==> config.mk <==
export PLATFORM = sky130hd
export DESIGN_NAME = mdrop_uart
export DESIGN_NICKNAME = d
export VERILOG_FILES = /design/src/rtl/mdrop_uart_pkg.sv /design/src/rtl/mdrop_uart_tick.sv /design/src/rtl/mdrop_uart_rx.sv /design/src/rtl/mdrop_uart_tx.sv /design/src/rtl/mdrop_uart_regs.sv /design/src/rtl/mdrop_uart.sv
export SDC_FILE = /design/constraint.sdc
export NUM_CORES = 1
export LEC_CHECK = 0
export BUFFER_PORTS_ARGS = -buffer_cell sky130_fd_sc_hd__buf_2
export CAP_MARGIN = 15
export CORE_ASPECT_RATIO = 0.5
export CORE_MARGIN = 2
export CORE_UTILIZATION = 45
export CTS_CLUSTER_SIZE = 40
export DETAILED_ROUTE_END_ITERATION = 6
export SYNTH_ARGS = -nofsm -noshare
export SYNTH_HDL_FRONTEND = slang
export SYNTH_HIERARCHICAL = 1
export SYNTH_SLANG_ARGS = --single-unit
==> constraint.sdc <==
create_clock -name clk -period 1.65 [get_ports clk]
set_clock_uncertainty 0.05 [all_clocks]
set_input_delay 0.4125 -clock clk [delete_from_list [all_inputs] [get_ports clk]]
set_output_delay 0.4125 -clock clk [all_outputs]
set_load 0.05 [all_outputs]
==> src/rtl/mdrop_uart_pkg.sv <==
package mdrop_uart_pkg;
  localparam int DATA_W  = 8;
  localparam int SHIFT_W = DATA_W + 1;
  localparam int FRAME_W = DATA_W + 3;

  localparam logic [1:0] A_CTRL = 2'd0;
  localparam logic [1:0] A_STAT = 2'd1;
  localparam logic [1:0] A_RXD  = 2'd2;
  localparam logic [1:0] A_TXD  = 2'd3;

  localparam int C_MPFMT = 0;
  localparam int C_WAKE  = 1;
  localparam int C_RIE   = 2;
  localparam int C_EIE   = 3;
  localparam int C_TEIE  = 4;
  localparam int C_TXMPB = 5;

  localparam int S_RFULL = 0;
  localparam int S_FERR  = 1;
  localparam int S_OVR   = 2;
  localparam int S_MPB   = 3;
  localparam int S_TDE   = 4;
  localparam int S_TEND  = 5;

  typedef enum logic [1:0] {RX_IDLE, RX_START, RX_SHIFT, RX_STOP} rx_state_e;

  typedef struct packed {
    logic [DATA_W-1:0] data;
    logic              mpb;
    logic              stop_ok;
  } rx_frame_t;

  function automatic logic vote3(input logic a, input logic b, input logic c);
    return (a & b) | (a & c) | (b & c);
  endfunction

  function automatic int unsigned payload_bits(input logic mp);
    return mp ? DATA_W + 1 : DATA_W;
  endfunction

  function automatic logic [DATA_W-1:0] frame_data(input logic [SHIFT_W-1:0] sr, input logic mp);
    return mp ? sr[DATA_W-1:0] : sr[SHIFT_W-1:1];
  endfunction

  function automatic logic [FRAME_W-1:0] tx_frame(input logic [DATA_W-1:0] d, input logic mpb,
                                                  input logic mp);
    return mp ? {1'b1, mpb, d, 1'b0} : {2'b11, d, 1'b0};
  endfunction
endpackage

==> src/rtl/mdrop_uart_tick.sv <==
module mdrop_uart_tick #(
  parameter int DIV = 1
) (
  input  logic clk,
  input  logic rst_n,
  output logic tick
);
  localparam int CW = (DIV > 1) ? $clog2(DIV) : 1;
  localparam logic [CW-1:0] LIM = CW'(DIV > 1 ? DIV - 1 : 0);

  logic [CW-1:0] cnt_q;

  always_ff @(posedge clk or negedge rst_n) begin
    if (!rst_n)            cnt_q <= '0;
    else if (cnt_q == LIM) cnt_q <= '0;
    else                   cnt_q <= cnt_q + 1'b1;
  end

  assign tick = (cnt_q == LIM);
endmodule

==> src/rtl/mdrop_uart_rx.sv <==
module mdrop_uart_rx
  import mdrop_uart_pkg::*;
#(
  parameter int OVS = 16
) (
  input  logic      clk,
  input  logic      rst_n,
  input  logic      tick,
  input  logic      rxd,
  input  logic      mp_fmt,
  output logic      frame_done,
  output rx_frame_t frame,
  output logic      false_start
);
  localparam int CW = $clog2(OVS);
  localparam logic [CW-1:0] SMP_A = CW'(OVS / 2 - 1);
  localparam logic [CW-1:0] SMP_B = CW'(OVS / 2);
  localparam logic [CW-1:0] SMP_C = CW'(OVS / 2 + 1);
  localparam logic [CW-1:0] LAST  = CW'(OVS - 1);

  logic [1:0]         sync_q;
  logic               rx_s;
  rx_state_e          state_q;
  logic [CW-1:0]      cnt_q;
  logic               smp_a_q, smp_b_q;
  logic [SHIFT_W-1:0] sr_q;
  logic [3:0]         pos_q;
  logic               bit_val;

  assign rx_s    = sync_q[1];
  assign bit_val = vote3(smp_a_q, smp_b_q, rx_s);

  always_ff @(posedge clk or negedge rst_n) begin
    if (!rst_n) sync_q <= 2'b11;
    else        sync_q <= {sync_q[0], rxd};
  end

  always_ff @(posedge clk or negedge rst_n) begin
    if (!rst_n) begin
      state_q     <= RX_IDLE;
      cnt_q       <= '0;
      smp_a_q     <= 1'b1;
      smp_b_q     <= 1'b1;
      sr_q        <= '0;
      pos_q       <= '0;
      frame_done  <= 1'b0;
      frame       <= '0;
      false_start <= 1'b0;
    end else begin
      frame_done  <= 1'b0;
      false_start <= 1'b0;
      if (tick) begin
        if (state_q == RX_IDLE) begin
          if (!rx_s) begin
            state_q <= RX_START;
            cnt_q   <= '0;
          end
        end else begin
          cnt_q <= (cnt_q == LAST) ? '0 : cnt_q + 1'b1;
          if (cnt_q == SMP_A) smp_a_q <= rx_s;
          if (cnt_q == SMP_B) smp_b_q <= rx_s;
          if (cnt_q == SMP_C) begin
            case (state_q)
              RX_START: if (bit_val) begin
                state_q     <= RX_IDLE;
                false_start <= 1'b1;
              end
              RX_SHIFT: begin
                sr_q  <= {bit_val, sr_q[SHIFT_W-1:1]};
                pos_q <= pos_q + 1'b1;
              end
              RX_STOP: begin
                frame_done    <= 1'b1;
                frame.data    <= frame_data(sr_q, mp_fmt);
                frame.mpb     <= mp_fmt & sr_q[SHIFT_W-1];
                frame.stop_ok <= bit_val;
                state_q       <= RX_IDLE;
              end
              default: ;
            endcase
          end
          if (cnt_q == LAST) begin
            if (state_q == RX_START) begin
              state_q <= RX_SHIFT;
              pos_q   <= '0;
            end else if (state_q == RX_SHIFT && pos_q == 4'(payload_bits(mp_fmt))) begin
              state_q <= RX_STOP;
            end
          end
        end
      end
    end
  end


  false_start_idle_chk: assert property (@(posedge clk) disable iff (!rst_n)
    false_start |-> (state_q == RX_IDLE && !frame_done));
endmodule

==> src/rtl/mdrop_uart_tx.sv <==
module mdrop_uart_tx
  import mdrop_uart_pkg::*;
#(
  parameter int OVS = 16
) (
  input  logic              clk,
  input  logic              rst_n,
  input  logic              tick,
  input  logic              pending,
  input  logic [DATA_W-1:0] data,
  input  logic              mpb,
  input  logic              mp_fmt,
  output logic              load,
  output logic              done,
  output logic              txd
);
  localparam int CW = $clog2(OVS);
  localparam logic [CW-1:0] LAST = CW'(OVS - 1);

  logic               busy_q;
  logic [FRAME_W-1:0] sh_q;
  logic [CW-1:0]      cnt_q;
  logic [3:0]         left_q;

  always_ff @(posedge clk or negedge rst_n) begin
    if (!rst_n) begin
      busy_q <= 1'b0;
      sh_q   <= '1;
      cnt_q  <= '0;
      left_q <= '0;
      load   <= 1'b0;
      done   <= 1'b0;
    end else begin
      load <= 1'b0;
      done <= 1'b0;
      if (!busy_q) begin
        if (pending) begin
          busy_q <= 1'b1;
          sh_q   <= tx_frame(data, mpb, mp_fmt);
          left_q <= 4'(payload_bits(mp_fmt) + 2);
          cnt_q  <= '0;
          load   <= 1'b1;
        end
      end else if (tick) begin
        if (cnt_q == LAST) begin
          cnt_q <= '0;
          sh_q  <= {1'b1, sh_q[FRAME_W-1:1]};
          if (left_q == 4'd1) begin
            busy_q <= 1'b0;
            done   <= 1'b1;
          end else begin
            left_q <= left_q - 1'b1;
          end
        end else begin
          cnt_q <= cnt_q + 1'b1;
        end
      end
    end
  end

  assign txd = busy_q ? sh_q[0] : 1'b1;


  start_low_chk: assert property (@(posedge clk) disable iff (!rst_n)
    load |-> !txd);
endmodule

==> src/rtl/mdrop_uart_regs.sv <==
module mdrop_uart_regs
  import mdrop_uart_pkg::*;
(
  input  logic              clk,
  input  logic              rst_n,
  input  logic [1:0]        addr,
  input  logic              wr,
  input  logic              rd,
  input  logic [DATA_W-1:0] wdata,
  output logic [DATA_W-1:0] rdata,
  input  logic              frame_done,
  input  rx_frame_t         frame,
  input  logic              tx_load,
  input  logic              tx_done,
  output logic              mp_fmt,
  output logic              tx_mpb,
  output logic              tx_pending,
  output logic [DATA_W-1:0] tx_data,
  output logic              irq_rx,
  output logic              irq_rxerr,
  output logic              irq_txend
);
  logic mp_q, wake_q, rie_q, eie_q, teie_q, txmpb_q;
  logic rfull_q, ferr_q, ovr_q, mpb_q, tde_q, tend_q, arm_q;
  logic [DATA_W-1:0] rdr_q, tdr_q;

  logic wr_ctrl, wr_stat, wr_tdr, rd_stat, rd_rx;
  logic suppressed, accepted, wake_hit, overrun_ev, tde_clear, tend_set;

  assign wr_ctrl = wr && addr == A_CTRL;
  assign wr_stat = wr && addr == A_STAT;
  assign wr_tdr  = wr && addr == A_TXD;
  assign rd_stat = rd && addr == A_STAT;
  assign rd_rx   = rd && addr == A_RXD;

  assign suppressed = frame_done & mp_q & wake_q & ~frame.mpb;
  assign accepted   = frame_done & ~suppressed;
  assign wake_hit   = accepted & mp_q & wake_q;
  assign overrun_ev = accepted & rfull_q & ~rd_rx;
  assign tde_clear  = wr_stat & ~wdata[S_TDE] & arm_q & tde_q;
  assign tend_set   = tx_done & tde_q & ~tde_clear;

  always_ff @(posedge clk or negedge rst_n) begin
    if (!rst_n) begin
      mp_q <= 1'b0; wake_q <= 1'b0; rie_q <= 1'b0;
      eie_q <= 1'b0; teie_q <= 1'b0; txmpb_q <= 1'b0;
    end else begin
      if (wr_ctrl) begin
        mp_q    <= wdata[C_MPFMT];
        wake_q  <= wdata[C_WAKE];
        rie_q   <= wdata[C_RIE];
        eie_q   <= wdata[C_EIE];
        teie_q  <= wdata[C_TEIE];
        txmpb_q <= wdata[C_TXMPB];
      end
      if (wake_hit) wake_q <= 1'b0;
    end
  end

  always_ff @(posedge clk or negedge rst_n) begin
    if (!rst_n) begin
      rfull_q <= 1'b0; ferr_q <= 1'b0; ovr_q <= 1'b0; mpb_q <= 1'b0;
      rdr_q   <= '0;
    end else begin
      if (rd_rx) rfull_q <= 1'b0;
      if (wr_stat && !wdata[S_FERR]) ferr_q <= 1'b0;
      if (wr_stat && !wdata[S_OVR])  ovr_q  <= 1'b0;
      if (accepted) begin
        mpb_q <= frame.mpb;
        if (!frame.stop_ok) ferr_q <= 1'b1;
        if (overrun_ev) begin
          ovr_q <= 1'b1;
        end else begin
          rfull_q <= 1'b1;
          rdr_q   <= frame.data;
        end
      end
    end
  end

  always_ff @(posedge clk or negedge rst_n) begin
    if (!rst_n) begin
      tde_q <= 1'b1; tend_q <= 1'b1; arm_q <= 1'b0; tdr_q <= '0;
    end else begin
      if (wr_tdr) tdr_q <= wdata;
      if (rd_stat && tde_q) arm_q <= 1'b1;
      else if (wr_stat)     arm_q <= 1'b0;
      if (tde_clear) begin
        tde_q  <= 1'b0;
        tend_q <= 1'b0;
      end
      if (tx_load)  tde_q  <= 1'b1;
      if (tend_set) tend_q <= 1'b1;
    end
  end

  always_comb begin
    case (addr)
      A_CTRL:  rdata = {2'b00, txmpb_q, teie_q, eie_q, rie_q, wake_q, mp_q};
      A_STAT:  rdata = {2'b00, tend_q, tde_q, mpb_q, ovr_q, ferr_q, rfull_q};
      A_RXD:   rdata = rdr_q;
      default: rdata = tdr_q;
    endcase
  end

  assign mp_fmt     = mp_q;
  assign tx_mpb     = txmpb_q;
  assign tx_pending = ~tde_q;
  assign tx_data    = tdr_q;
  assign irq_rx     = rfull_q & rie_q;
  assign irq_rxerr  = (ferr_q | ovr_q) & eie_q;
  assign irq_txend  = tend_q & teie_q;


  accept_fill_chk: assert property (@(posedge clk) disable iff (!rst_n)
    accepted && !overrun_ev |=> rfull_q && rdr_q == $past(frame.data));

  overrun_hold_chk: assert property (@(posedge clk) disable iff (!rst_n)
    overrun_ev |=> ovr_q && $stable(rdr_q));

  read_clear_chk: assert property (@(posedge clk) disable iff (!rst_n)
    rd_rx && !accepted |=> !rfull_q);

  suppress_quiet_chk: assert property (@(posedge clk) disable iff (!rst_n)
    suppressed && !rfull_q && !ferr_q && !ovr_q |=> !rfull_q && !ferr_q && !ovr_q && $stable(rdr_q));

  wake_clear_chk: assert property (@(posedge clk) disable iff (!rst_n)
    wake_hit |=> !wake_q && mpb_q);

  tend_handshake_chk: assert property (@(posedge clk) disable iff (!rst_n)
    $fell(tend_q) |-> $past(arm_q) && !tde_q || $past(tx_load));

  tend_rise_chk: assert property (@(posedge clk) disable iff (!rst_n)
    $rose(tend_q) |-> $past(tx_done));
endmodule

==> src/rtl/mdrop_uart.sv <==
module mdrop_uart
  import mdrop_uart_pkg::*;
#(
  parameter int OVS      = 16,
  parameter int TICK_DIV = 1
) (
  input  logic       clk,
  input  logic       rst_n,
  input  logic       rxd,
  output logic       txd,
  input  logic [1:0] reg_addr,
  input  logic       reg_wr,
  input  logic       reg_rd,
  input  logic [7:0] reg_wdata,
  output logic [7:0] reg_rdata,
  output logic       irq_rx,
  output logic       irq_rxerr,
  output logic       irq_txend
);
  logic              tick;
  logic              rx_frame_done, rx_false_start;
  rx_frame_t         rx_frame;
  logic              mp_fmt, tx_mpb, tx_pending, tx_load, tx_done;
  logic [DATA_W-1:0] tx_data;

  mdrop_uart_tick #(.DIV(TICK_DIV)) u_tick (
    .clk(clk), .rst_n(rst_n), .tick(tick)
  );

  mdrop_uart_rx #(.OVS(OVS)) u_rx (
    .clk(clk), .rst_n(rst_n), .tick(tick), .rxd(rxd), .mp_fmt(mp_fmt),
    .frame_done(rx_frame_done), .frame(rx_frame), .false_start(rx_false_start)
  );

  mdrop_uart_tx #(.OVS(OVS)) u_tx (
    .clk(clk), .rst_n(rst_n), .tick(tick), .pending(tx_pending), .data(tx_data),
    .mpb(tx_mpb), .mp_fmt(mp_fmt), .load(tx_load), .done(tx_done), .txd(txd)
  );

  mdrop_uart_regs u_regs (
    .clk(clk), .rst_n(rst_n), .addr(reg_addr), .wr(reg_wr), .rd(reg_rd),
    .wdata(reg_wdata), .rdata(reg_rdata), .frame_done(rx_frame_done), .frame(rx_frame),
    .tx_load(tx_load), .tx_done(tx_done), .mp_fmt(mp_fmt), .tx_mpb(tx_mpb),
    .tx_pending(tx_pending), .tx_data(tx_data),
    .irq_rx(irq_rx), .irq_rxerr(irq_rxerr), .irq_txend(irq_txend)
  );


  no_frame_on_false_start_chk: assert property (@(posedge clk) disable iff (!rst_n)
    rx_false_start |-> !rx_frame_done);
endmodule

==> results of run 1 <==
layer usage:
layer,vias up,wire length [um],global-route usage (%)
met5,-,0,0
met4,0,129,6.33
met3,12,245,5.31
met2,42,4560,31.7
met1,1466,3900,22.4
li1,1353,-,-
stage by stage:
step / area, um2 / worst slack (ns)
floorplan: 4270 / 0.00698
global placement: 4620 / -0.234
detailed placement: 4620 / -0.258
CTS: 5130 / -0.209
global route: 5260 / -0.236
finish: 5260 / -0.202
sequential cells by signal, indices dropped and copies added, names as in the netlist, 2 cells and up:
signal / count
u_regs/rdr_q: 8
u_regs/tx_data: 8
u_rx/cnt_q: 4
u_rx/frame: 10
u_rx/pos_q: 4
u_rx/sr_q: 9
u_rx/state_q: 2
u_rx/sync_q: 2
u_tx/cnt_q: 4
u_tx/left_q: 4
u_tx/sh_q: 10
power breakdown:
group	internal, mW	switching, mW	leakage (nW)
clock network	1.45	0.775	0.162
registers	2.35	0.308	1.04
logic	0.763	0.775	1.26
total	4.56	1.86	2.47
critical path, cell delays in order (launching register included):
cell     delay [ns]
dfrtp_1        0.41
mux4_2         0.49
buf_8          0.17
how the worst min path moves through the flow:
stage / startpoint / end / slack [ns] / cells past startpoint
finish: rst_n / u_rx/state_q[0] / 0.05 / 2
detailed placement: u_rx/sync_q[0] / u_rx/sync_q[1] / 0.30 / 0
global placement: u_rx/sync_q[0] / u_rx/sync_q[1] / 0.30 / 0
global route: rst_n / u_rx/state_q[0] / 0.08 / 2
floorplan: rst_n / u_regs/arm_q / 0.07 / 0
CTS: rst_n / u_rx/state_q[0] / 0.06 / 2
what timing repair did:
item                       4_1_cts  5_1_grt
gates cloned                     2        0
buffers inserted                 8        9
pin swaps                        4        8
gates resized for setup         28       26
setup endpoints to repair       26       44
cell type report:
type / count / area [um2] / area share [%]
Clock inverter: 3 / 67.6 / 1.28
Sequential cell: 84 / 2120 / 40.4
Inverter: 16 / 60.1 / 1.14
Timing Repair Buffer: 65 / 571 / 10.8
Clock buffer: 13 / 270 / 5.13
Tap cell: 121 / 151 / 2.88
Multi-Input combinational cell: 227 / 2020 / 38.4
==> results.py, run 1 <==
metrics = {
    "grt": {
        "first_global_vias": 2940,
        "antenna_found_initial": 0,
        "grt_max_degree": 85,
        "overflow": 0,
        "grt_pass1_wl_um": 14500,
        "grtUsageTotal_pct": 18.3,
    },
    "timing": {
        "rsz0062_at_grt": "true",
        "hold_slack_ns": 0.0465,
        "final_max_slew_viol_count": 0,
        "finalSetupViolations": 6,
        "hold_violations": 0,
        "final.setup.tns_ns": -1.14,
        "fmax_ghz": 0.540,
        "fin_ws_ns": -0.202,
        "period_needed_ns": 1.85,
        "finalCritPeriodShare_pct": 112,
    },
    "detailed_routing": {
        "route.detailed.drc": 0,
        "drt_first_pass_iters": 6,
        "wl_per_cell_um": 16.7,
        "finalWirelength_um": 8840,
        "drt_iter0_markers": 129,
        "avgViaCountPerCell": 5.43,
        "ant_nets": 0,
        "via_count": 2873,
    },
    "placement": {
        "hpwl_um": 6010,
        "gp_congestion": 0.794,
        "io_buffers": 26,
        "place_inst": 496,
    },
    "yosys": {
        "yosys_warnings": 6,
        "netlist_area_mm2": 0.00425,
        "syn_area_per_cell_um2": 12.4,
        "syn_inst": 342,
        "synth_fp_nets": 364,
    },
    "layout": {
        "final_common_cell": "dfrtp_1",
        "fin_nets": 425,
        "insertedDiodeCount": 0,
        "fin_cells": 529,
        "drive_gt1_share_pct": 49.3,
        "layout_common_cells": "66 x dfrtp_1, 47 x mux2_2, 34 x buf_4, 18 x nand2_1",
        "areaGrowthSynthToFinish_pct": 23.8,
        "utilization_pct": 56.5,
        "num-fill-cells": 791,
    },
    "critical_path": {
        "reg2reg_from": "u_regs/wake_q",
        "worstPathArrival_ns": 1.39,
        "rr_endpoint": "u_regs/rdr_q[7]",
        "r2r_slack_ns": 0,
        "critPathLaunch": "u_regs/mpb_q",
        "endpoint_kind": "primary output",
        "cp_data_required_time_ns": 1.19,
        "start_kind": "register",
        "endpoint": "reg_rdata[3]",
        "crit_fanout": 2,
        "path_class": "reg -> out",
        "rr_worst_depth": 5,
    },
    "die": {
        "die_w_um": 141,
        "initial_core_util_pct": 45.6,
        "core_mm2": 0.00932,
        "row_count": 25,
        "die_y_um": 72.7,
        "floorplan.die_area_mm2": 0.0103,
        "num_io_pins": 27,
    },
    "clock_network": {
        "clkLatencyLatePin_ns": 0.33,
        "ctsHoldBuffers": 0,
        "cts_buffer_depth": 2,
        "cts_root_buf": "clkbuf_16",
        "cts_made_buffers": 9,
        "h-tree-depth": 3,
        "cts.sinks": 84,
        "clk_pin_slew_ns": 0.06,
        "cts_tree": "yes",
    },
    "power": {
        "vdd_drop_max_v": 0.000550,
        "p_per_area_mw_per_mm2": 1220,
        "power.total_mw": 6.42,
        "cellLeakagePower_nw": 2.47,
    },
    "outcome": {
        "outcome": "finished with violations",
        "violations": "negative setup slack",
    },
    "flow_run": {
        "drv_cap": 0,
    },
    "min_path": {
        "hold_path.class": "in -> async",
    },
}
(Power assumes the default switching activity.)
==> inputs of run 2 (changes only) <==
--- a/config.mk
+++ b/config.mk
@@ -12,6 +12,7 @@
 export CORE_UTILIZATION = 45
 export CTS_CLUSTER_SIZE = 40
 export DETAILED_ROUTE_END_ITERATION = 6
+export SKIP_LAST_GASP = 1
 export SYNTH_ARGS = -nofsm -noshare
 export SYNTH_HDL_FRONTEND = slang
 export SYNTH_HIERARCHICAL = 1
==> run 2 against run 1 <==
Against the previous run:
- clock power about the same
- first-iteration DRC count down 7.0%
- the flow still finishes with violations (negative setup slack)
- largest power group unchanged
- combinational power is essentially flat
==> results.py, run 2 (synthesis results as in run 1) <==
metrics = {
    "detailed_routing": {
        "wl_met1_um": 3900,
        "avgViaCountPerCell": 5.48,
        "drt_first_pass_iters": 6,
        "route.detailed.drc": 0,
        "ant_nets": 0,
        "via_count": 2897,
        "top_layer_used": "met4",
        "drt_iter0_markers": 120,
        "wl_per_cell_um": 16.8,
        "met3_length_um": 265,
        "finalWirelength_um": 8870,
        "wl_met2_um": 4540,
    },
    "die": {
        "die_y_um": 72.7,
        "initial_core_util_pct": 45.6,
        "num_io_pins": 27,
        "die_w_um": 141,
        "floorplan.die_area_mm2": 0.0103,
        "row_count": 25,
        "core_mm2": 0.00932,
    },
    "critical_path": {
        "crit_chain": "mux4_2, buf_8",
        "crit_family": "multiplexers",
        "reg2reg_from": "u_regs/wake_q",
        "path_class": "reg -> out",
        "rr_endpoint": "u_regs/rdr_q[5]",
        "endpoint_kind": "primary output",
        "critPathLaunch": "u_regs/mpb_q",
        "worstPathArrival_ns": 1.39,
        "cpMaxStageDelayCell": "mux4_2",
        "start_kind": "register",
        "critPathMaxStageDelay_ns": 0.49,
        "r2r_slack_ns": 0.01,
        "crit_fanout": 2,
        "rr_worst_depth": 5,
        "cp_data_required_time_ns": 1.19,
        "critPathBufInv": 1,
    },
    "placement": {
        "gp_congestion": 0.794,
        "place_inst": 496,
        "dpl_cell_area_mm2": 0.00462,
        "hpwl_um": 6010,
        "io_buffers": 26,
        "place_ws_ns": -0.258,
    },
    "layout": {
        "fin_area_mm2": 0.00525,
        "final_common_cell": "dfrtp_1",
        "insertedDiodeCount": 0,
        "areaGrowthSynthToFinish_pct": 23.4,
        "fin_cells": 529,
        "reg.largest.list": "u_rx/frame (10), u_tx/sh_q (10), u_rx/sr_q (9)",
        "fin_nets": 425,
        "layout_common_cells": "67 x dfrtp_1, 49 x mux2_2, 34 x buf_4, 18 x nand2_1",
        "drive_gt1_share_pct": 49.0,
    },
    "grt": {
        "grt_max_degree": 85,
        "antenna_found_initial": 0,
        "first_global_vias": 2940,
        "grt_pass1_wl_um": 14500,
        "overflow": 0,
        "grtUsageTotal_pct": 18.3,
    },
    "timing": {
        "hold_violations": 0,
        "rsz0062_at_grt": "true",
        "finalCritPeriodShare_pct": 112,
        "fmax_ghz": 0.539,
        "final.setup.tns_ns": -1.15,
        "period_needed_ns": 1.85,
        "fin_ws_ns": -0.205,
        "final_max_slew_viol_count": 0,
        "hold_slack_ns": 0.0461,
        "finalSetupViolations": 7,
    },
    "clock_network": {
        "clk_pin_slew_ns": 0.06,
        "cts.sinks": 84,
        "cts_root_buf": "clkbuf_16",
        "ctsHoldBuffers": 0,
        "cts_made_buffers": 9,
        "clkLatencyLatePin_ns": 0.33,
        "cts_buffer_depth": 2,
        "h-tree-depth": 3,
        "cts_tree": "yes",
    },
    "power": {
        "intPower_mw": 4.56,
        "vdd_drop_max_v": 0.000548,
        "p_clk_share_pct": 34.8,
        "power_frac_comb_pct": 24.0,
        "p_per_area_mw_per_mm2": 1220,
        "switching_share_pct": 29.1,
        "p_switching_mw": 1.87,
        "seq_power_share_pct": 41.3,
        "cellLeakagePower_nw": 2.47,
    },
    "flow_run": {
        "drv_cap": 0,
    },
    "min_path": {
        "hold_path.class": "in -> async",
    },
    "outcome": {
        "outcome": "finished with violations",
        "violations": "negative setup slack",
    },
}
==> run 2: metal layers <==
metal	GRT usage [%]	vias up
met4	6.33	0
met3	5.31	16
met1	22.4	1477
met5	0	-
met2	31.7	49
li1	-	1355
==> run 2: what timing repair did <==
item,CTS,global route
setup endpoints to repair,26,44
gates cloned,2,0
pin swaps,3,9
gates resized for setup,26,22
setup buffers,8,9
==> run 2: final cells by class <==
cell class,instances,area [um2]
clock inverter,3,67.6
inverter,16,60.1
fill,794,4070
timing repair buffer,65,564
multi-input combinational,227,2010
clock buffer,13,270
sequential,84,2120
tap,121,151
==> run 2: power by group through the flow <==
stage          registers [mW]  logic (mW)  clock network [mW]
6_report                 2.65        1.54                2.23
5_1_grt                  2.69        1.68                2.37
4_1_cts                  2.64        1.44                2.30
3_5_place_dp             2.67        1.27                   0
3_3_place_gp             2.65        1.23                   0
2_1_floorplan            2.55        1.02                   0
==> run 2: metrics by stage <==
stage,utilization (%),power (mW)
finish,56.3,6.43
CTS,55.0,6.38
global placement,49.5,3.87
floorplan,-,3.57
detailed placement,49.5,3.94
global route,56.3,6.73
==> run 2: worst max path at each step <==
stage	endpoint	slack, ns	cells after the start
2_1_floorplan	reg_rdata[0]	0.007	2
3_3_place_gp	reg_rdata[0]	-0.23	3
3_5_place_dp	u_regs/rdr_q[7]	-0.26	6
4_1_cts	reg_rdata[3]	-0.21	2
5_1_grt	reg_rdata[3]	-0.24	2
6_report	reg_rdata[3]	-0.20	2
==> inputs of run 3 (changes only) <==
==> constraint.sdc (replaced) <==
create_clock -name clk -period 1.65 [get_ports clk]
set_clock_uncertainty 0.05 [all_clocks]
set_input_delay 0.2475 -clock clk [delete_from_list [all_inputs] [get_ports clk]]
set_output_delay 0.2475 -clock clk [all_outputs]
set_load 0.05 [all_outputs]
==> run 3 against run 2 <==
Against the previous run:
- the flow still finishes with violations (negative setup slack)
- maximum frequency increased by 9.0%
- via count decreased by 2.8%
- sequential power about the same
- non-clock buffer count decreased by 7
- critical path type unchanged
==> results.py, run 3 (synthesis results as in run 1) <==
metrics = {
    "power": {
        "p_clk_share_pct": 31.4,
        "p_per_area_mw_per_mm2": 1170,
        "seq_power_share_pct": 44.9,
        "cellLeakagePower_nw": 2.37,
        "intPower_mw": 4.12,
        "power_frac_comb_pct": 23.7,
        "switching_share_pct": 30.4,
        "vdd_drop_max_v": 0.000546,
        "p_switching_mw": 1.80,
    },
    "critical_path": {
        "cp_data_required_time_ns": 1.35,
        "worstPathArrival_ns": 1.40,
        "start_kind": "register",
        "path_class": "reg -> out",
        "endpoint_kind": "primary output",
        "crit_fanout": 2,
    },
    "layout": {
        "fin_area_mm2": 0.00505,
        "insertedDiodeCount": 0,
        "layout_common_cells": "65 x dfrtp_1, 50 x mux2_2, 27 x buf_4, 19 x nand2_1, 18 x buf_2",
        "areaGrowthSynthToFinish_pct": 18.7,
        "reg.largest.list": "u_rx/frame (10), u_tx/sh_q (10), u_rx/sr_q (9)",
        "fin_nets": 417,
        "fin_cells": 521,
        "final_common_cell": "dfrtp_1",
        "drive_gt1_share_pct": 45.5,
    },
    "placement": {
        "gp_congestion": 0.790,
        "dpl_cell_area_mm2": 0.00458,
        "hpwl_um": 6130,
        "io_buffers": 26,
        "place_inst": 492,
    },
    "die": {
        "initial_core_util_pct": 45.6,
        "core_mm2": 0.00932,
        "row_count": 25,
        "die_y_um": 72.7,
        "floorplan.die_area_mm2": 0.0103,
        "num_io_pins": 27,
        "die_w_um": 141,
    },
    "flow_run": {
        "drv_cap": 0,
    },
    "timing": {
        "fin_ws_ns": -0.0514,
        "finalSetupViolations": 6,
        "rsz0062_at_grt": "true",
        "finalCritPeriodShare_pct": 103,
        "period_needed_ns": 1.70,
        "hold_violations": 0,
        "fmax_ghz": 0.588,
        "final_max_slew_viol_count": 0,
    },
    "clock_network": {
        "cts_root_buf": "clkbuf_16",
        "cts.sinks": 84,
        "h-tree-depth": 3,
        "clkLatencyLatePin_ns": 0.33,
        "clk_pin_slew_ns": 0.06,
        "cts_made_buffers": 9,
        "cts_buffer_depth": 2,
        "cts_tree": "yes",
    },
    "detailed_routing": {
        "via_count": 2817,
        "drt_first_pass_iters": 4,
        "wl_per_cell_um": 16.5,
        "avgViaCountPerCell": 5.41,
        "finalWirelength_um": 8580,
        "ant_nets": 0,
        "route.detailed.drc": 0,
        "drt_iter0_markers": 98,
    },
    "grt": {
        "antenna_found_initial": 0,
        "first_global_vias": 2886,
        "grt_pass1_wl_um": 14500,
        "grtUsageTotal_pct": 18.4,
        "overflow": 0,
        "grt_max_degree": 41,
    },
    "min_path": {
        "hold_path.class": "in -> reg",
    },
    "outcome": {
        "outcome": "finished with violations",
        "violations": "negative setup slack",
    },
}
==> run 3: cell count changes in the layout (fill, tap and decap cells not counted), moves of 3 or more <==
cell / change
buf_2: +5
buf_6: -3
buf_8: -4
buf_4: -7
==> run 3: routing by layer <==
layer	routed length, um	vias to the layer above	GRT usage, %	share of wire [%]
met2	4440	35	32.6	52
met4	57	0	5.33	0.66
met1	3820	1435	22.2	45
li1	-	1339	-	-
met5	0	-	0	0
met3	259	8	5.45	3.0
==> run 3: area by class of cell <==
class | count | area, um2
fillers | 811 | 4280
repair buffers | 58 | 463
clock buffers | 14 | 264
clock inverters | 2 | 10.0
flip-flops and latches | 84 | 2130
multi-input cells | 226 | 1970
well taps | 121 | 151
inverters | 16 | 60.1
==> run 3: worst max-delay path, stage by stage, from the launching register on <==
cell     delay (ns)
dfrtp_1        0.40
mux4_2         0.50
buf_6          0.17
==> run 3: power by group through the flow <==
stage	Clock (mW)	Sequential (mW)	Combinational, mW
after floorplan	0	2.55	1.01
after global placement	0	2.67	1.18
after detailed placement	0	2.69	1.21
after CTS	1.91	2.64	1.40
after global routing	2.01	2.69	1.54
final	1.86	2.66	1.41
==> run 3: worst paths after layout <==
check	depth (start not counted)	to	slack, ns	startpoint
worst max register to register	3	u_rx/state_q[0]	0.05	u_rx/pos_q[2]
worst min register to register	0	u_rx/sync_q[1]	0.31	u_rx/sync_q[0]
max in group asynchronous	3	u_rx/smp_b_q	0.69	rst_n
min in group asynchronous	2	u_rx/sr_q[3]	0.29	rst_n
worst min-delay path	2	u_regs/tx_data[6]	0.1	reg_wdata[6]
worst max-delay path	2	reg_rdata[1]	-0.05	u_regs/tx_data[1]
==> run 3: what timing repair did <==
item | 4_1_cts | 5_1_grt
gates cloned | 1 | 0
buffers inserted | 10 | 0
endpoints found under the setup margin | 27 | 36
hold buffers | 2 | 0
pin swaps | 3 | 4
endpoints found under the hold margin | 17 | 0
resized for setup | 18 | 8
==> run 3: stage by stage <==
| stage | setup TNS (ns) | setup WS, ns | power [mW] | hold WS, ns | utilization, % |
|---|---|---|---|---|---|
| floorplan | 0 | 0.0205 | 3.57 | -0.0981 | - |
| global placement | -0.0621 | -0.00777 | 3.85 | 0.101 | 49.2 |
| detailed placement | -0.364 | -0.0392 | 3.90 | 0.108 | 49.2 |
| CTS | -0.323 | -0.0668 | 5.94 | 0.0882 | 53.8 |
| global route | -0.417 | -0.0860 | 6.24 | 0.0878 | 54.1 |
| finish | -0.196 | -0.0514 | 5.92 | 0.0993 | 54.1 |
